===== src/rtl/rf_pkg.sv =====
package rf_pkg;
    parameter int RF_DATA_W  = 32;
    parameter int RF_ID_W    = 4;
    parameter int RF_NUM_REG = 8;

    // Index assignment of the general registers
    typedef enum logic [3:0] {
        GR_ACC  = 4'd0,
        GR_CNT  = 4'd1,
        GR_DAT  = 4'd2,
        GR_BAS  = 4'd3,
        GR_STK  = 4'd4,
        GR_FRM  = 4'd5,
        GR_SRC  = 4'd6,
        GR_DST  = 4'd7,
        GR_NONE = 4'd8
    } gr_id_e;
endpackage


===== src/rtl/rf_id_decode.sv =====
module rf_id_decode #(
    parameter int ID_W    = rf_pkg::RF_ID_W,
    parameter int NUM_REG = rf_pkg::RF_NUM_REG,
    localparam int IDX_W  = $clog2(NUM_REG)
) (
    input  logic [ID_W-1:0]  id,
    output logic             hit,
    output logic [IDX_W-1:0] idx
);
    always_comb begin
        hit = (int'(id) < NUM_REG);
        idx = id[IDX_W-1:0];
    end
endmodule


===== src/rtl/rf_read_port.sv =====
module rf_read_port #(
    parameter int DATA_W  = rf_pkg::RF_DATA_W,
    parameter int ID_W    = rf_pkg::RF_ID_W,
    parameter int NUM_REG = rf_pkg::RF_NUM_REG,
    localparam int IDX_W  = $clog2(NUM_REG)
) (
    input  logic [NUM_REG-1:0][DATA_W-1:0] regs,
    input  logic [ID_W-1:0]                id,
    output logic [DATA_W-1:0]              data
);
    logic             hit;
    logic [IDX_W-1:0] idx;

    rf_id_decode #(.ID_W(ID_W), .NUM_REG(NUM_REG)) u_dec (
        .id  (id),
        .hit (hit),
        .idx (idx)
    );

    always_comb begin
        data = hit ? regs[idx] : '0;
    end
endmodule


===== src/rtl/rf_dual_read.sv =====
module rf_dual_read #(
    parameter int DATA_W  = rf_pkg::RF_DATA_W,
    parameter int ID_W    = rf_pkg::RF_ID_W,
    parameter int NUM_REG = rf_pkg::RF_NUM_REG
) (
    input  logic              clk,
    input  logic              rst,
    input  logic [ID_W-1:0]   rd_a_id,
    output logic [DATA_W-1:0] rd_a_data,
    input  logic [ID_W-1:0]   rd_b_id,
    output logic [DATA_W-1:0] rd_b_data,
    input  logic [ID_W-1:0]   wr_id,
    input  logic [DATA_W-1:0] wr_data
);
    localparam int IDX_W   = $clog2(NUM_REG);
    localparam int NUM_RDP = 2;

    typedef struct packed {
        logic [NUM_REG-1:0][DATA_W-1:0] regs;
    } rf_state_t;

    rf_state_t st_d, st_q;

    logic             wr_hit;
    logic [IDX_W-1:0] wr_idx;

    rf_id_decode #(.ID_W(ID_W), .NUM_REG(NUM_REG)) u_wdec (
        .id  (wr_id),
        .hit (wr_hit),
        .idx (wr_idx)
    );

    always_comb begin
        st_d = st_q;
        if (rst) begin
            st_d.regs = '0;
        end else if (wr_hit) begin
            st_d.regs[wr_idx] = wr_data;
        end
    end

    always_ff @(posedge clk) begin
        st_q <= st_d;
    end

    logic [NUM_RDP-1:0][ID_W-1:0]   rd_id;
    logic [NUM_RDP-1:0][DATA_W-1:0] rd_data;

    assign rd_id[0]  = rd_a_id;
    assign rd_id[1]  = rd_b_id;
    assign rd_a_data = rd_data[0];
    assign rd_b_data = rd_data[1];

    for (genvar p = 0; p < NUM_RDP; p++) begin : g_rdp
        rf_read_port #(.DATA_W(DATA_W), .ID_W(ID_W), .NUM_REG(NUM_REG)) u_rp (
            .regs (st_q.regs),
            .id   (rd_id[p]),
            .data (rd_data[p])
        );
    end


    null_read_zero_chk: assert property (@(posedge clk) disable iff (rst)
        (int'(rd_a_id) >= NUM_REG) |-> (rd_a_data == '0 && (int'(rd_b_id) < NUM_REG || rd_b_data == '0)));


    write_lands_chk: assert property (@(posedge clk) disable iff (rst)
        (int'(wr_id) < NUM_REG) |=> (st_q.regs[$past(wr_id[IDX_W-1:0])] == $past(wr_data)));


    null_write_ignored_chk: assert property (@(posedge clk) disable iff (rst)
        (int'(wr_id) >= NUM_REG) |=> $stable(st_q.regs));


    reset_clears_chk: assert property (@(posedge clk)
        rst |=> (st_q.regs == '0));


    no_forward_chk: assert property (@(posedge clk) disable iff (rst)
        (int'(wr_id) < NUM_REG && rd_a_id == wr_id) |-> (rd_a_data == st_q.regs[wr_id[IDX_W-1:0]]));
endmodule


===== config.mk =====
export PLATFORM = sky130hd
export DESIGN_NAME = rf_dual_read
export DESIGN_NICKNAME = d
export VERILOG_FILES = /design/src/rtl/rf_pkg.sv /design/src/rtl/rf_id_decode.sv /design/src/rtl/rf_read_port.sv /design/src/rtl/rf_dual_read.sv
export SDC_FILE = /design/constraint.sdc
export NUM_CORES = 1
export LEC_CHECK = 0
export BUFFER_PORTS_ARGS = -buffer_cell sky130_fd_sc_hd__buf_2
export CAP_MARGIN = 20
export CORE_UTILIZATION = 30
export CTS_CLUSTER_DIAMETER = 200
export DETAILED_ROUTE_END_ITERATION = 7
export GPL_TIMING_DRIVEN = 0
export MAX_ROUTING_LAYER = met4
export PLACE_DENSITY_LB_ADDON = 0.08
export SYNTH_ARGS = -nofsm -noshare
export SYNTH_HDL_FRONTEND = slang
export SYNTH_SLANG_ARGS = --single-unit

===== constraint.sdc =====
create_clock -name clk -period 2.2 [get_ports clk]
set_clock_uncertainty 0.15 [all_clocks]
set_input_delay 0.44 -clock clk [delete_from_list [all_inputs] [get_ports clk]]
set_output_delay 0.44 -clock clk [all_outputs]
set_load 0.005 [all_outputs]

==> impl_metrics.json <==
{
  "status": "finished, violations left",
  "violations": "setup timing",
  "switching_share": 0.263,
  "die_y_um": 216,
  "rows": 77,
  "worst_slew_pin_slew_ns": 0.973,
  "coreArea_um2": 44600,
  "via_count": 11400,
  "p_per_area_nw_per_um2": 704,
  "grt-busiest-layer": "met2",
  "slew_viol_final": 0,
  "p_int_mw": 8.55,
  "start_util": 0.307,
  "port_buffers": 70,
  "track_usage": 0.226,
  "crit_slowest_cell": "mux4_2",
  "grt_max_degree": 16,
  "viasPerCell": 5.14,
  "dieArea_um2": 46500,
  "top_register": "st_q",
  "end_kind": "output pin",
  "largest_reg_flops": 256,
  "yosys.area.top_type": "dfxtp_1",
  "crit_required_ns": 1.61,
  "ios": 110,
  "seqPwrFrac": 0.415,
  "crit_path_start_kind": "flop",
  "synth.most_common_cell": "nand2_1",
  "ys_ff_latch": 256,
  "grt-ovfl-total": 0,
  "grt_pass1_vias": 11100,
  "slowest_delay_ns": 0.49,
  "num-nets-final": 1646,
  "synth-edff-count": 0,
  "fin_setup_tns_ns": -10.89,
  "wirelength_um": 51300,
  "clk_latency_ns": 0.57,
  "use_met3": 0.0297,
  "cp.buffers_inverters": 1,
  "synth_warnings": 0,
  "synth_top_area_share": 0.374,
  "path_class": "flop to output pin",
  "netlist_top_cells_count": "nand2_1 (512), dfxtp_1 (256), a21oi_1 (254)",
  "async_flop_share": 0,
  "routabilityCongestion": 0.815,
  "firstDrtPassIters": 5,
  "clk_pin_slew_worst_paths_ns": 0.06,
  "syn_nets": 1507,
  "dr.first_iter.drc_count": 795,
  "gr-usage-met2": 0.357,
  "hold_viol_final": 0,
  "fillers": 4567,
  "worst-path-max-fanout": 3,
  "p_clk_frac": 0.474,
  "peakVddDrop_mv": 0.596,
  "dp_hpwl_um": 35000,
  "relSlewSlack": 0.352,
  "largestRegisters": "st_q (256)",
  "drtAntennaViolNets": 0,
  "grt_setup_unrepaired": "yes",
  "synth_top_flop_cell": "dfxtp_1",
  "fin_crit_sh": 1.11,
  "syn_inst": 1461,
  "drive_gt1_frac": 0.292,
  "cts_made_buffers": 31,
  "cpLargestDelayFamily": "multiplexers",
  "synth_area_per_cell_um2": 9.38,
  "finalPower_mw": 11.6,
  "clock_sinks": 256,
  "grt_pass1_wl_um": 75600,
  "met1_usage": 0.309,
  "power_frac_comb": 0.111,
  "arrival_ns": 1.85,
  "path_cells": "mux4_2 > mux2i_2 > nor2_1 > buf_2",
  "period_minus_slack_ns": 2.44,
  "timing.final.ws_setup_ns": -0.241,
  "cts-root-buf": "clkbuf_16",
  "drc": 0,
  "finalSetupViolCount": 64,
  "die_w_um": 216,
  "synth_area_um2": 13700,
  "netSwitchingPower_mw": 3.05,
  "cts_buffer_depth": 3,
  "fmax_mhz": 410,
  "n_antenna_cell": 0,
  "area_growth_pct": 20.2,
  "cap_violations": 0,
  "synth_area_leaders": "dfxtp_1 (37%), mux4_2 (17%), nand2_1 (14%), a21oi_1 (9.3%), buf_6 (5.9%)",
  "cts_tree": "done",
  "whs_ns": 0.193,
  "antenna_found_initial": 0,
  "wire_per_inst_um": 23.1,
  "min_path_type": "input port to flop",
  "htreeDepth": 1,
  "total_leakage_power_nw": 5.89,
  "synth.distinct_cells": 20,
  "synth-seq-area-share": 0.374
}
[final cells by class]
class,count,area (µm²),share of cell area
clock buffers,39,876,0.0532
well taps,592,741,0.0450
repair buffers,106,701,0.0425
flip-flops and latches,256,5210,0.316
multi-input cells,1040,7240,0.440
clock inverters,19,208,0.0126
plain buffers,165,1500,0.0908
[metrics by stage]
step           area [µm²]   util  setup slack (ns)  std cells
2_1_floorplan       13700      -             0.125       1461
3_3_place_gp        14800  0.332            -0.412       2123
3_5_place_dp        14800  0.332            -0.415       2123
4_1_cts             16400  0.368            -0.271       2214
5_1_grt             16500  0.369            -0.332       2217
6_report            16500  0.369            -0.241       2217
[power groups by stage]
stage	sequential, mW	clock [mW]	combinational, mW
global route	4.82	5.79	1.37
CTS	4.81	5.59	1.29
finish	4.81	5.50	1.29
global placement	4.90	0	1.18
floorplan	4.88	0	0.781
detailed placement	4.91	0	1.18
[routing by layer]
layer  vias up  routed length (µm)
li1       5288                   -
met4         0                 936
met1      5709               23300
met5         -                   0
met3        58                2950
met2       339               24100
[what timing repair did]
action / CTS / global route
resized for setup: 135 / 24
endpoints found under the setup margin: 64 / 64
pin swaps: 3 / 2
endpoints found under the hold margin: 242 / 0
hold buffers: 32 / 0
setup buffers: 1 / 3
[path summary, 6_finish.rpt]
check / from / endpoint / slack, ns / cells after the start
max reg2reg: st_q[196]$_SDFFE_PP0P_ / st_q[196]$_SDFFE_PP0P_ / 1.34 / 3
max: st_q[249]$_SDFFE_PP0P_ / rd_a_data[25] / -0.24 / 4
min reg2reg: st_q[68]$_SDFFE_PP0P_ / st_q[68]$_SDFFE_PP0P_ / 0.31 / 2
min: rst / st_q[223]$_SDFFE_PP0P_ / 0.19 / 2
[cells by family after synthesis]
group           synth area share
flops                      0.374
buf+inv                   0.0944
compound gates            0.0940
mux                        0.264
simple gates               0.174
[placed cells by master (no fill, tap or decap), drive strengths merged]
cell | Yosys | layout
buf | 125 | 199
mux4 | 128 | 128
bufinv | 0 | 4
a21oi | 256 | 256
clkinvlp | 0 | 2
or4b | 3 | 3
or4 | 1 | 1
mux2i | 64 | 64
dlygate4sd3 | 0 | 32
nor2 | 64 | 64
nor4b | 3 | 3
and4bb | 3 | 3
nand4bb | 3 | 3
and4b | 1 | 1
nand4b | 1 | 1
clkinv | 0 | 12
dfxtp | 256 | 256
nor4 | 1 | 1
nand2 | 512 | 512
clkbuf | 40 | 79
inv | 0 | 1
Power figures use the tool's default switching activity.
